`src/rtl/sfs_pkg.sv`:
```
package sfs_pkg;

  // Extra-clock pattern over 12 consecutive columns (bit n for column mod 12 == n)
  localparam logic [11:0] COL_PATTERN = 12'hA94;
  localparam int          ADDR_W      = 18;
  localparam logic [ADDR_W-1:0] LEFT_BASE  = 18'h3DC00;
  localparam logic [ADDR_W-1:0] RIGHT_BASE = 18'h3DE00;

  typedef struct packed {
    logic riseFclk;
    logic fallFclk;
    logic beginLeft;
    logic beginRight;
    logic nextCol;
    logic endLeft;
    logic endRight;
  } sfsStrobes_t;

endpackage

```
`src/rtl/sfs_ctrl.sv`:
```
module sfs_ctrl
  import sfs_pkg::*;
#(
  parameter int CLKS_PER_MS = 20000,
  parameter int COL_BASE    = 260
) (
  input  logic        clk,
  input  logic        rst,
  input  logic        lastCol,
  input  logic        nextBit,
  output sfsStrobes_t strb
);

  localparam int IDLE_LONG  = 3 * CLKS_PER_MS;
  localparam int IDLE_SHORT = 2 * CLKS_PER_MS;
  localparam int LONGEST    = (IDLE_LONG > COL_BASE + 1) ? IDLE_LONG : COL_BASE + 1;
  localparam int WAIT_W     = $clog2(LONGEST + 1);

  typedef enum logic [2:0] {
    ST_RISE, ST_LBEGIN, ST_LSCAN, ST_FALL, ST_RBEGIN, ST_RSCAN
  } sfsState_t;

  sfsState_t           state, stateNext;
  logic [WAIT_W-1:0]   waitCnt, waitNext;
  logic                expired;

  assign expired = (waitCnt == '0);

  always_comb begin
    strb      = '0;
    stateNext = state;
    if (expired) begin
      unique case (state)
        ST_RISE:   begin strb.riseFclk   = 1'b1; stateNext = ST_LBEGIN; end
        ST_LBEGIN: begin strb.beginLeft  = 1'b1; stateNext = ST_LSCAN;  end
        ST_LSCAN:  begin
          if (lastCol) begin strb.endLeft = 1'b1; stateNext = ST_FALL; end
          else strb.nextCol = 1'b1;
        end
        ST_FALL:   begin strb.fallFclk   = 1'b1; stateNext = ST_RBEGIN; end
        ST_RBEGIN: begin strb.beginRight = 1'b1; stateNext = ST_RSCAN;  end
        ST_RSCAN:  begin
          if (lastCol) begin strb.endRight = 1'b1; stateNext = ST_RISE; end
          else strb.nextCol = 1'b1;
        end
        default:   stateNext = ST_RISE;
      endcase
    end
  end

  always_comb begin
    waitNext = waitCnt - WAIT_W'(1);
    if (strb.riseFclk || strb.fallFclk)
      waitNext = WAIT_W'(IDLE_LONG - 1);
    else if (strb.endLeft || strb.endRight)
      waitNext = WAIT_W'(IDLE_SHORT - 1);
    else if (strb.beginLeft || strb.beginRight)
      waitNext = WAIT_W'(COL_BASE - 1 + int'(COL_PATTERN[0]));
    else if (strb.nextCol)
      waitNext = WAIT_W'(COL_BASE - 1 + int'(nextBit));
  end

  always_ff @(posedge clk) begin
    if (rst) begin
      state   <= ST_RISE;
      waitCnt <= '0;
    end else begin
      state   <= stateNext;
      waitCnt <= waitNext;
    end
  end

endmodule

```
`src/rtl/sfs_datapath.sv`:
```
module sfs_datapath
  import sfs_pkg::*;
#(
  parameter int NUM_COLS = 384,
  localparam int COL_W   = $clog2(NUM_COLS)
) (
  input  logic              clk,
  input  logic              rst,
  input  sfsStrobes_t       strb,
  input  logic              bufSel,
  input  logic [7:0]        leftStart,
  input  logic [7:0]        rightStart,
  output logic              lastCol,
  output logic              nextBit,
  output logic              frameClk,
  output logic [1:0]        busyL,
  output logic [1:0]        busyR,
  output logic              colStrobe,
  output logic [COL_W-1:0]  colIdx,
  output logic [ADDR_W-1:0] tblAddr,
  output logic              evFrameStart,
  output logic              evLeftEnd,
  output logic              evRightEnd
);

  logic [3:0]  phase, phaseNext;
  logic [11:0] patBits;

  assign lastCol   = (colIdx == COL_W'(NUM_COLS - 1));
  assign phaseNext = (phase == 4'd11) ? 4'd0 : phase + 4'd1;
  assign patBits   = COL_PATTERN >> phaseNext;
  assign nextBit   = patBits[0];

  always_ff @(posedge clk) begin
    if (rst) begin
      frameClk     <= 1'b0;
      busyL        <= '0;
      busyR        <= '0;
      colStrobe    <= 1'b0;
      colIdx       <= '0;
      phase        <= '0;
      tblAddr      <= '0;
      evFrameStart <= 1'b0;
      evLeftEnd    <= 1'b0;
      evRightEnd   <= 1'b0;
    end else begin
      colStrobe    <= strb.beginLeft | strb.beginRight | strb.nextCol;
      evFrameStart <= strb.riseFclk;
      evLeftEnd    <= strb.endLeft;
      evRightEnd   <= strb.endRight;
      if (strb.riseFclk) frameClk <= 1'b1;
      if (strb.fallFclk) frameClk <= 1'b0;
      if (strb.beginLeft) begin
        busyL[bufSel] <= 1'b1;
        colIdx        <= '0;
        phase         <= '0;
        tblAddr       <= LEFT_BASE | ADDR_W'({leftStart, 1'b0});
      end
      if (strb.beginRight) begin
        busyR[bufSel] <= 1'b1;
        colIdx        <= '0;
        phase         <= '0;
        tblAddr       <= RIGHT_BASE | ADDR_W'({rightStart, 1'b0});
      end
      if (strb.nextCol) begin
        colIdx <= colIdx + COL_W'(1);
        phase  <= phaseNext;
        if ((|busyL) && (colIdx[1:0] == 2'd3))
          tblAddr <= tblAddr - ADDR_W'(2);
      end
      if (strb.endLeft)  busyL <= '0;
      if (strb.endRight) busyR <= '0;
    end
  end

  AST_ONE_BUSY: assert property (@(posedge clk) disable iff (rst)
    $countones({busyL, busyR}) <= 1);
  AST_LEFT_IN_FCLK: assert property (@(posedge clk) disable iff (rst)
    (|busyL) |-> frameClk);
  AST_RIGHT_OUT_FCLK: assert property (@(posedge clk) disable iff (rst)
    (|busyR) |-> !frameClk);
  AST_STROBE_IN_SCAN: assert property (@(posedge clk) disable iff (rst)
    colStrobe |-> (|{busyL, busyR}));
  AST_TBL_HOLD: assert property (@(posedge clk) disable iff (rst)
    !colStrobe |-> $stable(tblAddr));
  AST_RIGHT_TBL_FIXED: assert property (@(posedge clk) disable iff (rst)
    (colStrobe && (|busyR) && colIdx != '0) |-> $stable(tblAddr));
  AST_FS_PULSE: assert property (@(posedge clk) disable iff (rst)
    evFrameStart |=> !evFrameStart);
  AST_END_PULSE: assert property (@(posedge clk) disable iff (rst)
    (evLeftEnd || evRightEnd) |=> !(evLeftEnd || evRightEnd));

endmodule

```
`src/rtl/stereo_frame_seq.sv`:
```
module stereo_frame_seq
  import sfs_pkg::*;
#(
  parameter int CLKS_PER_MS = 20000,
  parameter int NUM_COLS    = 384,
  parameter int COL_BASE    = 260,
  localparam int COL_W      = $clog2(NUM_COLS)
) (
  input  logic              clk,
  input  logic              rst,
  input  logic              bufSel,
  input  logic [7:0]        leftStart,
  input  logic [7:0]        rightStart,
  output logic              frameClk,
  output logic              busyLeft0,
  output logic              busyLeft1,
  output logic              busyRight0,
  output logic              busyRight1,
  output logic              colStrobe,
  output logic [COL_W-1:0]  colIdx,
  output logic [ADDR_W-1:0] tblAddr,
  output logic              evFrameStart,
  output logic              evLeftEnd,
  output logic              evRightEnd
);

  sfsStrobes_t strb;
  logic        lastCol, nextBit;
  logic [1:0]  busyL, busyR;

  sfs_ctrl #(.CLKS_PER_MS(CLKS_PER_MS), .COL_BASE(COL_BASE)) u_ctrl (
    .clk(clk), .rst(rst), .lastCol(lastCol), .nextBit(nextBit), .strb(strb)
  );

  sfs_datapath #(.NUM_COLS(NUM_COLS)) u_dp (
    .clk(clk), .rst(rst), .strb(strb), .bufSel(bufSel),
    .leftStart(leftStart), .rightStart(rightStart),
    .lastCol(lastCol), .nextBit(nextBit), .frameClk(frameClk),
    .busyL(busyL), .busyR(busyR), .colStrobe(colStrobe), .colIdx(colIdx),
    .tblAddr(tblAddr), .evFrameStart(evFrameStart),
    .evLeftEnd(evLeftEnd), .evRightEnd(evRightEnd)
  );

  assign busyLeft0  = busyL[0];
  assign busyLeft1  = busyL[1];
  assign busyRight0 = busyR[0];
  assign busyRight1 = busyR[1];

endmodule

```
`config.mk`:
```
export PLATFORM = sky130hd
export DESIGN_NAME = stereo_frame_seq
export DESIGN_NICKNAME = d
export VERILOG_FILES = /design/src/rtl/sfs_pkg.sv /design/src/rtl/sfs_ctrl.sv /design/src/rtl/sfs_datapath.sv /design/src/rtl/stereo_frame_seq.sv
export SDC_FILE = /design/constraint.sdc
export NUM_CORES = 1
export LEC_CHECK = 0
export BUFFER_PORTS_ARGS = -buffer_cell sky130_fd_sc_hd__buf_2
export CAP_MARGIN = 10
export CORE_MARGIN = 5
export CORE_UTILIZATION = 60
export CTS_BUF_LIST = sky130_fd_sc_hd__clkbuf_8
export DETAILED_ROUTE_END_ITERATION = 16
export GPL_TIMING_DRIVEN = 1
export PLACE_DENSITY_LB_ADDON = 0.12
export SLEW_MARGIN = 20
export SYNTH_ARGS = -nofsm -noshare
export SYNTH_HDL_FRONTEND = slang
export SYNTH_SLANG_ARGS = --single-unit
```
`constraint.sdc`:
```
create_clock -name clk -period 5 [get_ports clk]
set_clock_uncertainty 0.05 [all_clocks]
set_input_delay 1 -clock clk [delete_from_list [all_inputs] [get_ports clk]]
set_output_delay 1 -clock clk [all_outputs]
set_load 0.005 [all_outputs]
```
==> results of run 1 <==
-- cell type report --
class,instances,area [um^2]
multi-input combinational,320,1982
inverter,11,41.29
sequential,59,1181
fill,465,1648
clock buffer,11,151.4
tap,72,90.09
timing repair buffer,54,270.3
clock inverter,5,75.07
-- worst max-delay path by stage --
stage	start	to	slack (ns)	cells after the start
2_1_floorplan	u_dp.tblAddr[8]	u_dp.tblAddr[17]	2.52	7
3_3_place_gp	u_ctrl.waitCnt[0]	u_dp.tblAddr[13]	2.36	8
3_5_place_dp	u_ctrl.state[2]	u_dp.colIdx[7]	2.23	5
4_1_cts	u_ctrl.state[2]	u_dp.colIdx[8]	2.20	5
5_1_grt	u_ctrl.state[2]	u_dp.colIdx[8]	1.82	5
6_report	u_ctrl.state[2]	u_dp.colIdx[8]	2.11	5
-- registers in the layout, indices dropped and copies added, names as in the netlist --
name               count
u_dp.colStrobe         1
u_dp.evRightEnd        1
u_dp.frameClk          1
u_dp.colIdx            9
u_dp.phase             4
u_dp.evLeftEnd         1
u_dp.busyR             2
u_dp.tblAddr          18
u_dp.evFrameStart      1
u_ctrl.state           3
u_ctrl.waitCnt        16
u_dp.busyL             2
-- routing by layer --
| layer | vias to the layer above | track usage (%) |
|---|---|---|
| li1 | 1617 | - |
| met1 | 1549 | 32.81 |
| met2 | 138 | 36.01 |
| met3 | 11 | 5.496 |
| met4 | 0 | 8.201 |
| met5 | - | 0 |
-- cell families (layout without fill, tap and decap cells) --
kind of cell	after synthesis	after routing
AND/OR/NAND/NOR	174	174
AO/OA/AOI/OAI	114	114
flip-flops	59	59
buffers and inverters	36	81
XOR/XNOR	20	20
multiplexers	7	7
adder cells (fa/ha/maj)	5	5
-- through the flow --
step           total power [uW]  instances
3_3_place_gp               1208        516
4_1_cts                    1713        532
5_1_grt                    1825        532
6_report                   1716        532
3_5_place_dp               1220        516
2_1_floorplan              1095        415
-- cells in the final DEF (no fill, tap or decap), drive strengths merged, types with 11 or more instances in the layout --
cell / instances
nor3: 27
buf: 54
nand3: 16
clkbuf: 11
a311oi: 11
nand2b: 13
nor2: 31
nand2: 38
o21ai: 19
dfxtp: 59
xnor2: 12
a21oi: 33
inv: 11
-- where the power goes --
| part | switching, uW | internal (uW) | total [uW] | leakage [uW] |
|---|---|---|---|---|
| Clock | 183 | 305 | 488 | 0.000119 |
| Sequential | 85.8 | 534 | 620 | 0.000478 |
| Combinational | 362 | 246 | 608 | 0.000987 |
| Total | 631 | 1090 | 1720 | 0.00158 |
-- worst register-to-register path, cell delays in order (launching register included) --
cell and delay (ns):
dfxtp_1 0.56, nor3b_1 0.72, a21oi_1 0.22, nor3_1 0.76, a41oi_1 0.20, a311oi_1 0.28
==> results.sh, run 1 <==
export IMPL_status="completed"
export IMPL_port_buffers=54
export IMPL_wl_per_cell_um=15.50
export IMPL_period_needed_ns=2.894
export IMPL_syn_inst=415
export IMPL_synth_mux_area_share_pct=2.110
export IMPL_synth_top_family_by_area="simple AND/OR/NAND/NOR gates"
export IMPL_r2r_slack_ns=2.11
export IMPL_core_um2=5439
export IMPL_clk_latency_ns=0.34
export IMPL_wl_um=8246
export IMPL_path_class="reg2reg"
export IMPL_io_pin_count=55
export IMPL_critPathMaxStageDelay_ns=0.76
export IMPL_layout_nets=479
export IMPL_antenna_left=0
export IMPL_dp_hpwl_um=5756
export IMPL_cts_root_buffer="clkbuf_8"
export IMPL_ys_seq_elements=59
export IMPL_cp_max_fo=23
export IMPL_postLayoutSetupSlackWorst_ns=2.106
export IMPL_cts_resized_gates=0
export IMPL_grt_pass1_vias=2954
export IMPL_synth_async_reset_ratio_pct=0
export IMPL_dieHeight_um=84.40
export IMPL_drive_above_1_share_pct=17.17
export IMPL_drt_initial_drc_count=301
export IMPL_grt_usage_pct=23.61
export IMPL_end_kind="register"
export IMPL_period_share_pct=57.88
export IMPL_rows=27
export IMPL_finalSetupViolCount=0
export IMPL_worst_ep_arrival_time_ns=3.08
export IMPL_met3_length_um=642
export IMPL_worst_hold_slack_ns=0.3891
export IMPL_final_util_pct=69.70
export IMPL_rsz0062_at_grt="no"
export IMPL_synth_xor_xnor_area_share_pct=5.275
export IMPL_h_tree_depth=3
export IMPL_power_density_nw_per_um2=452.7
export IMPL_gp_congestion=0.9333
export IMPL_hold_viol=0
export IMPL_synth_area_um2=3321
export IMPL_hold_path_class="reg2reg"
export IMPL_routed_top_layer="met4"
export IMPL_cap_violations=0
export IMPL_crit_buf_inv=0
export IMPL_drc=0
export IMPL_worst_pin_slew_ns=1.074
export IMPL_cts_buffers=9
export IMPL_irDropWorstVdd_v=0.0002466
export IMPL_yosys_area_share_adder_pct=1.884
export IMPL_worst_hold_path_endpoint="u_dp.tblAddr[0]"
export IMPL_reg2reg_from="u_ctrl.state[2]"
export IMPL_design_area_um2=3791
export IMPL_ys_warn_count=0
export IMPL_yosys_most_used_dff="dfxtp_1"
export IMPL_yosys_cell_count_top_type="dfxtp_1"
export IMPL_n_antenna_cell=0
export IMPL_die_w_um=84.40
export IMPL_place_area_um2=3565
export IMPL_drv_slew=0
export IMPL_dieArea_um2=7123
export IMPL_rr_endpoint="u_dp.colIdx[8]"
export IMPL_synth_simple_area_share_pct=27.43
export IMPL_vias=3315
export IMPL_start_util_pct=61.05
export IMPL_grt_overflow=0
export IMPL_holdBufCountCts=0
export IMPL_wl_met2_um=3697
export IMPL_hold_path_startpoint="u_dp.tblAddr[0]"
export IMPL_synth_edf_count=0
export IMPL_syn_to_final_growth_pct=14.17
export IMPL_cts_sinks=59
export IMPL_synth_area_top_cells="dfxtp_1 36%, a21oi_1 5.0%, nand2_1 4.3%"
export IMPL_cp_required_ns=5.19
export IMPL_post_synth_num_cell_types=58
export IMPL_cp_cell_sequence="nor3b_1 -> a21oi_1 -> nor3_1 -> a41oi_1 -> a311oi_1"
export IMPL_whs_path_depth=2
export IMPL_yosysSeqAreaShare_pct=35.57
export IMPL_fmax_mhz=345.6
export IMPL_avgSynthCellArea_um2=8.002
export IMPL_viasPerCell=6.231
export IMPL_critPathSlowestCell="nor3_1"
export IMPL_critical_path_top_delay_family="simple AND/OR/NAND/NOR gates"
export IMPL_p_leak_uw=0.001584
export IMPL_synth_compound_area_share_pct=22.98
export IMPL_syn_num_nets=439
export IMPL_clk_path_buf_depth=2
export IMPL_pre_cts_ws_ns=2.227
export IMPL_rr_worst_depth=5
export IMPL_dr_pass1_iters=5
export IMPL_synth_common_cells="59 x dfxtp_1, 38 x nand2_1, 33 x a21oi_1, 31 x nor2_1, 25 x nor3_1"
export IMPL_slew_limit_headroom_pct=28.43
export IMPL_wl_met1_um=3786
export IMPL_synth_top_cell_by_area="dfxtp_1"
export IMPL_antenna_found_initial=0
export IMPL_critPathLaunchType="register"
export IMPL_path_clk_slew_ns=0.06
export IMPL_yosys_area_top_type_share_pct=35.57
export IMPL_tritoncts="built"
export IMPL_cts_setup_buffers=0
export IMPL_tns_ns=0
export IMPL_grt_max_degree=60
export IMPL_grt_pass1_wl_um=13880
Note: power is estimated with default switching activity, not from simulation.
==> run 2: changes to the inputs <==
- ABC_AREA: unset -> 1
- CORE_UTILIZATION: 60 -> 59
- clock period: 5 -> 2.9 ns (I/O delays scaled with it)
==> run 2 against run 1 <==
First-iteration DRC count is 53% lower. Worst hold slack worse by 0.0049 ns. Global-route usage is 1.5 points higher. Clock-buffer cell count stayed put. Sequential share of layout area is 2.3 points lower. Flip-flop and latch count stayed put. Clock power is 76% higher. Critical endpoint is now u_dp.tblAddr[12]. Largest cell class unchanged. Highest routed layer unchanged.
==> results.sh, run 2 <==
export IMPL_ys_seq_elements=59
export IMPL_drv_slew=0
export IMPL_dieHeight_um=87.94
export IMPL_period_needed_ns=2.116
export IMPL_layout_nets=616
export IMPL_cts_setup_buffers=0
export IMPL_mostFrequentLayoutCell="nand2_1"
export IMPL_fmax_mhz=472.5
export IMPL_r2r_slack_ns=0.78
export IMPL_gp_congestion=0.8976
export IMPL_synth_edf_count=0
export IMPL_period_share_pct=72.98
export IMPL_finalSetupViolCount=0
export IMPL_grt_pass1_vias=3300
export IMPL_n_antenna_cell=0
export IMPL_synth_common_cells="130 x nand2_1, 86 x nor2_1, 59 x dfxtp_1, 54 x inv_1, 42 x nand3_1"
export IMPL_nFillCells=515
export IMPL_power_density_nw_per_um2=800.2
export IMPL_worst_ep_arrival_time_ns=2.30
export IMPL_cts_root_buffer="clkbuf_8"
export IMPL_ys_warn_count=0
export IMPL_register_area_um2=1181
export IMPL_syn_num_nets=563
export IMPL_rsz0062_at_grt="no"
export IMPL_syn_to_final_growth_pct=14.28
export IMPL_fin_total_pwr_uw=3277
export IMPL_clk_path_buf_depth=2
export IMPL_yosys_area_top_type_share_pct=32.96
export IMPL_antenna_left=0
export IMPL_dieArea_um2=7733
export IMPL_grt_pass1_wl_um=15350
export IMPL_drc=0
export IMPL_grt_max_degree=34
export IMPL_dr_pass1_iters=5
export IMPL_start_util_pct=60.52
export IMPL_placed_cells=656
export IMPL_tritoncts="built"
export IMPL_drt_initial_drc_count=140
export IMPL_hold_viol=0
export IMPL_io_pin_count=55
export IMPL_layout_common_cells="130 x nand2_1, 86 x nor2_1, 59 x dfxtp_1"
export IMPL_wl_um=8876
export IMPL_multi_input_area_um2=2078
export IMPL_port_buffers=54
export IMPL_path_clk_slew_ns=0.07
export IMPL_rows=28
export IMPL_synth_async_reset_ratio_pct=0
export IMPL_post_synth_num_cell_types=37
export IMPL_h_tree_depth=3
export IMPL_synth_top_cell_by_area="dfxtp_1"
export IMPL_cap_violations=0
export IMPL_syn_inst=539
export IMPL_yosys_cell_count_top_type="nand2_1"
export IMPL_drive_above_1_share_pct=18.59
export IMPL_synth_area_top_cells="dfxtp_1 33%, nand2_1 14%, nor2_1 9.0%"
export IMPL_largest_reg_flops=18
export IMPL_reg_largest_list="u_dp.tblAddr x18, u_ctrl.waitCnt x16, u_dp.colIdx x9"
export IMPL_cp_required_ns=3.08
export IMPL_regMostFlops="u_dp.tblAddr"
export IMPL_crit_end="u_dp.tblAddr[12]"
export IMPL_cts_buffers=9
export IMPL_p_leak_uw=0.001980
export IMPL_synth_area_um2=3583
export IMPL_end_kind="register"
export IMPL_status="completed"
export IMPL_reg2reg_from="u_dp.colIdx[0]"
export IMPL_holdBufCountCts=0
export IMPL_critPathLaunchType="register"
export IMPL_hold_path_class="reg2reg"
export IMPL_avgSynthCellArea_um2=6.648
export IMPL_cts_resized_gates=0
export IMPL_rr_endpoint="u_dp.tblAddr[12]"
export IMPL_yosysSeqAreaShare_pct=32.96
export IMPL_tns_ns=0
export IMPL_cp_max_fo=12
export IMPL_die_w_um=87.94
export IMPL_irDropWorstVdd_v=0.0004642
export IMPL_wl_per_cell_um=13.21
export IMPL_cts_sinks=59
export IMPL_grt_usage_pct=25.12
export IMPL_antenna_found_initial=0
export IMPL_path_class="reg2reg"
export IMPL_worst_pin_slew_ns=0.6798
export IMPL_yosys_most_used_dff="dfxtp_1"
export IMPL_viasPerCell=5.253
export IMPL_slew_limit_headroom_pct=54.63
export IMPL_clk_latency_ns=0.34
export IMPL_vias=3530
export IMPL_instances_no_fill=672
export IMPL_dp_hpwl_um=6425
export IMPL_rr_worst_depth=10
export IMPL_core_um2=5921
export IMPL_grt_overflow=0
export IMPL_critical_path_startpoint="u_dp.colIdx[0]"
==> run 2: cell count changes in the layout (fill, tap and decap cells not counted), moves of 8 or more <==
cell      delta
xor2_1      +10
nor2_1      +55
a311oi_1    -11
nand2b_1    -13
inv_2        +8
nand2_1     +92
inv_1       +44
nor3_1      -17
nand3_1     +26
or3_1        -8
o31ai_1      -8
==> run 2: layer usage <==
layer	part of all wire, %	wire length [um]	vias up	track usage [%]
met4	1.4	123	0	7.950
met3	5.0	447	12	6.585
met1	44	3932	1583	30.65
met5	0	0	-	0
met2	49	4372	107	43.08
li1	-	-	1828	-
==> run 2: logic make-up (layout without fill, tap and decap cells) <==
kind of cell / count (synthesis) / in the layout / synth area share, %
and+or+nand+nor: 306 / 306 / 39.70
buffers and inverters: 76 / 134 / 9.043
AOI/OAI and AO/OA: 69 / 69 / 10.68
DFF: 59 / 59 / 32.96
xor gates and xnor gates: 24 / 24 / 5.866
adders and majority gates: 5 / 5 / 1.746
==> run 2: worst min path at each step <==
| stage | cells after the start | start | to | slack, ns |
|---|---|---|---|---|
| 2_1_floorplan | 2 | u_dp.tblAddr[0] | u_dp.tblAddr[0] | 0.37 |
| 3_3_place_gp | 2 | u_dp.tblAddr[0] | u_dp.tblAddr[0] | 0.37 |
| 3_5_place_dp | 2 | u_dp.tblAddr[0] | u_dp.tblAddr[0] | 0.37 |
| 4_1_cts | 2 | u_dp.tblAddr[0] | u_dp.tblAddr[0] | 0.38 |
| 5_1_grt | 2 | u_dp.tblAddr[0] | u_dp.tblAddr[0] | 0.41 |
| 6_report | 2 | u_dp.tblAddr[0] | u_dp.tblAddr[0] | 0.38 |
==> run 2: cell type report <==
cell class              count  area share, %
multi-input cells         404          50.75
flip-flops and latches     59          28.84
repair buffers             55          6.783
inverters                  63          5.775
clock buffers              11          3.697
well taps                  75          2.291
clock inverters             5          1.864
==> run 2: stage by stage <==
step	setup slack [ns]	hold slack (ns)	utilization (%)	area [um^2]
after global routing	0.5900	0.4136	69.17	4095
final	0.7837	0.3841	69.17	4095
after CTS	0.7995	0.3845	69.17	4095
after floorplan	1.179	0.3748	-	3583
after global placement	0.8215	0.3664	65.32	3867
after detailed placement	0.8024	0.3743	65.32	3867
==> run 2: power by group <==
part,switching [uW],internal [uW]
sequential,123,934
clock,333,526
combinational,888,473
total,1340,1930
==> run 2: critical path, cell delays in order (launching register included) <==
cell	delay [ns]
dfxtp_1	0.44
ha_1	0.22
nand2_1	0.09
nor2_2	0.16
nand3_2	0.14
nand2_4	0.16
nor2_2	0.06
nand2_1	0.31
nand2_1	0.14
o21ai_0	0.16
nor2_1	0.05
==> run 3: changes to the inputs <==
- clock period: 2.9 -> 2.1 ns (I/O delays scaled with it)
==> run 3 against run 2 <==
Non-clock buffer count up 10. Via count up 0.68%. Global-route usage up 0.088 points. Sequential power up 37%. Power up 33%. Critical path type unchanged. Combinational power up 44%. Utilization up 0.80 points. Clock power up 11%. Die area unchanged. Sequential share of layout area down 0.30 points. Routed wire length up 1.9%. Clock-buffer cell count unchanged.
==> results.sh, run 3 (synthesis gave the netlist of run 2 again) <==
export IMPL_status="completed"
export IMPL_holdBufCountCts=0
export IMPL_drive_above_1_share_pct=20.92
export IMPL_pwr_share_comb_pct=44.9
export IMPL_dieHeight_um=87.94
export IMPL_power_density_nw_per_um2=1053
export IMPL_seqPwrFrac_pct=33.3
export IMPL_final_util_pct=69.97
export IMPL_grt_pass1_vias=3488
export IMPL_vias=3554
export IMPL_cap_violations=0
export IMPL_cp_required_ns=2.25
export IMPL_grt_usage_pct=25.21
export IMPL_critPathLaunchType="register"
export IMPL_wl_um=9045
export IMPL_h_tree_depth=3
export IMPL_p_switching_uw=1887
export IMPL_reg_largest_list="u_dp.tblAddr x18, u_ctrl.waitCnt x16, u_dp.colIdx x9"
export IMPL_port_buffers=54
export IMPL_rows=28
export IMPL_io_pin_count=55
export IMPL_grt_pass1_wl_um=15530
export IMPL_slew_limit_headroom_pct=55.74
export IMPL_tritoncts="built"
export IMPL_hold_path_class="in2reg"
export IMPL_viasPerCell=5.211
export IMPL_r2r_slack_ns=0.15
export IMPL_mostFrequentLayoutCell="nand2_1"
export IMPL_dr_pass1_iters=5
export IMPL_tns_ns=0
export IMPL_clk_path_buf_depth=2
export IMPL_grt_overflow=0
export IMPL_drc=0
export IMPL_path_class="reg2reg"
export IMPL_cts_sinks=59
export IMPL_cp_max_fo=9
export IMPL_clk_latency_ns=0.35
export IMPL_layout_nets=626
export IMPL_wl_per_cell_um=13.26
export IMPL_power_share_clock_pct=21.8
export IMPL_gp_congestion=0.9058
export IMPL_drv_slew=0
export IMPL_syn_to_final_growth_pct=15.61
export IMPL_cts_root_buffer="clkbuf_8"
export IMPL_p_leak_uw=0.002042
export IMPL_antenna_found_initial=0
export IMPL_regMostFlops="u_dp.tblAddr"
export IMPL_rsz0062_at_grt="no"
export IMPL_p_sw_share_pct=43.26
export IMPL_die_w_um=87.94
export IMPL_grt_max_degree=21
export IMPL_dp_hpwl_um=6700
export IMPL_n_antenna_cell=0
export IMPL_antenna_left=0
export IMPL_finalSetupViolCount=0
export IMPL_path_clk_slew_ns=0.07
export IMPL_drt_initial_drc_count=154
export IMPL_hold_viol=0
export IMPL_nFillCells=512
export IMPL_core_um2=5921
export IMPL_fmax_mhz=512.5
export IMPL_worst_ep_arrival_time_ns=2.11
export IMPL_dieArea_um2=7733
export IMPL_irDropWorstVdd_v=0.0006854
export IMPL_worst_pin_slew_ns=0.6610
export IMPL_period_share_pct=92.91
export IMPL_period_needed_ns=1.951
export IMPL_largest_reg_flops=18
export IMPL_power_internal_uw=2476
export IMPL_cts_buffers=9
export IMPL_end_kind="register"
export IMPL_layout_common_cells="128 x nand2_1, 85 x nor2_1, 58 x dfxtp_1"
export IMPL_start_util_pct=60.52
-- run 3: cell count changes in the layout (fill, tap and decap cells not counted) --
cell,before,now
nand2_1,130,128
dfxtp_1,59,58
inv_1,55,54
ha_1,5,4
nand2_4,2,4
buf_4,1,11
bufinv_16,2,0
clkinv_2,1,4
nor2_2,6,7
ha_2,0,1
nor2_1,86,85
dfxtp_2,0,1
-- run 3: timing repair --
| action | in CTS | in global routing |
|---|---|---|
| setup buffers | 0 | 3 |
| endpoints found under the setup margin | 0 | 31 |
| gates resized for setup | 0 | 7 |
-- run 3: layer usage --
metal | track usage, % | wire length, um | vias to the layer above
met2 | 45.00 | 4481 | 98
met3 | 5.550 | 470 | 23
li1 | - | - | 1837
met4 | 8.647 | 179 | 0
met1 | 29.68 | 3913 | 1596
met5 | 0 | 0 | -
-- run 3: path summary, 6_finish.rpt --
kind,startpoint,to,depth (start not counted)
worst max-delay path,u_ctrl.waitCnt[0],u_ctrl.waitCnt[9],9
worst min-delay path,bufSel,u_dp.busyL[1],3
worst max register to register,u_ctrl.waitCnt[0],u_ctrl.waitCnt[9],9
worst min register to register,u_dp.tblAddr[0],u_dp.tblAddr[0],2
-- run 3: through the flow --
step / cells / setup slack [ns] / hold WS [ns] / area [um^2] / total power [uW]
floorplan: 539 / 0.3785 / 0.3748 / 3583 / 3007
CTS: 679 / 0.01045 / 0.3139 / 4099 / 4300
global route: 682 / 0.007824 / 0.3303 / 4143 / 4685
global placement: 663 / 0.05368 / 0.3635 / 3920 / 3316
detailed placement: 663 / 0.01967 / 0.3848 / 3920 / 3350
finish: 682 / 0.1488 / 0.3211 / 4143 / 4363
-- run 3: area by class of cell --
class | count | area, um^2 | area share [%]
flip-flops and latches | 59 | 1182 | 28.54
clock inverters | 5 | 27.53 | 0.6645
clock buffers | 11 | 151.4 | 3.654
well taps | 75 | 93.84 | 2.265
repair buffers | 65 | 352.8 | 8.517
multi-input cells | 404 | 2098 | 50.65
inverters | 63 | 236.5 | 5.708
-- run 3: power by group through the flow --
stage	sequential, uW	clock [uW]	combinational [uW]
3_5_place_dp	1470	0	1880
3_3_place_gp	1470	0	1840
5_1_grt	1470	1010	2200
4_1_cts	1450	959	1890
6_report	1450	950	1960
2_1_floorplan	1440	0	1560
-- run 3: critical path, stage by stage (launching register included) --
cell      delay (ns)
dfxtp_1         0.31
inv_1           0.09
ha_2            0.22
nand2_1         0.06
nor2_1          0.09
nand2_1         0.14
nor2_8          0.23
o211ai_1        0.31
nand4_1         0.21
a21oi_1         0.10
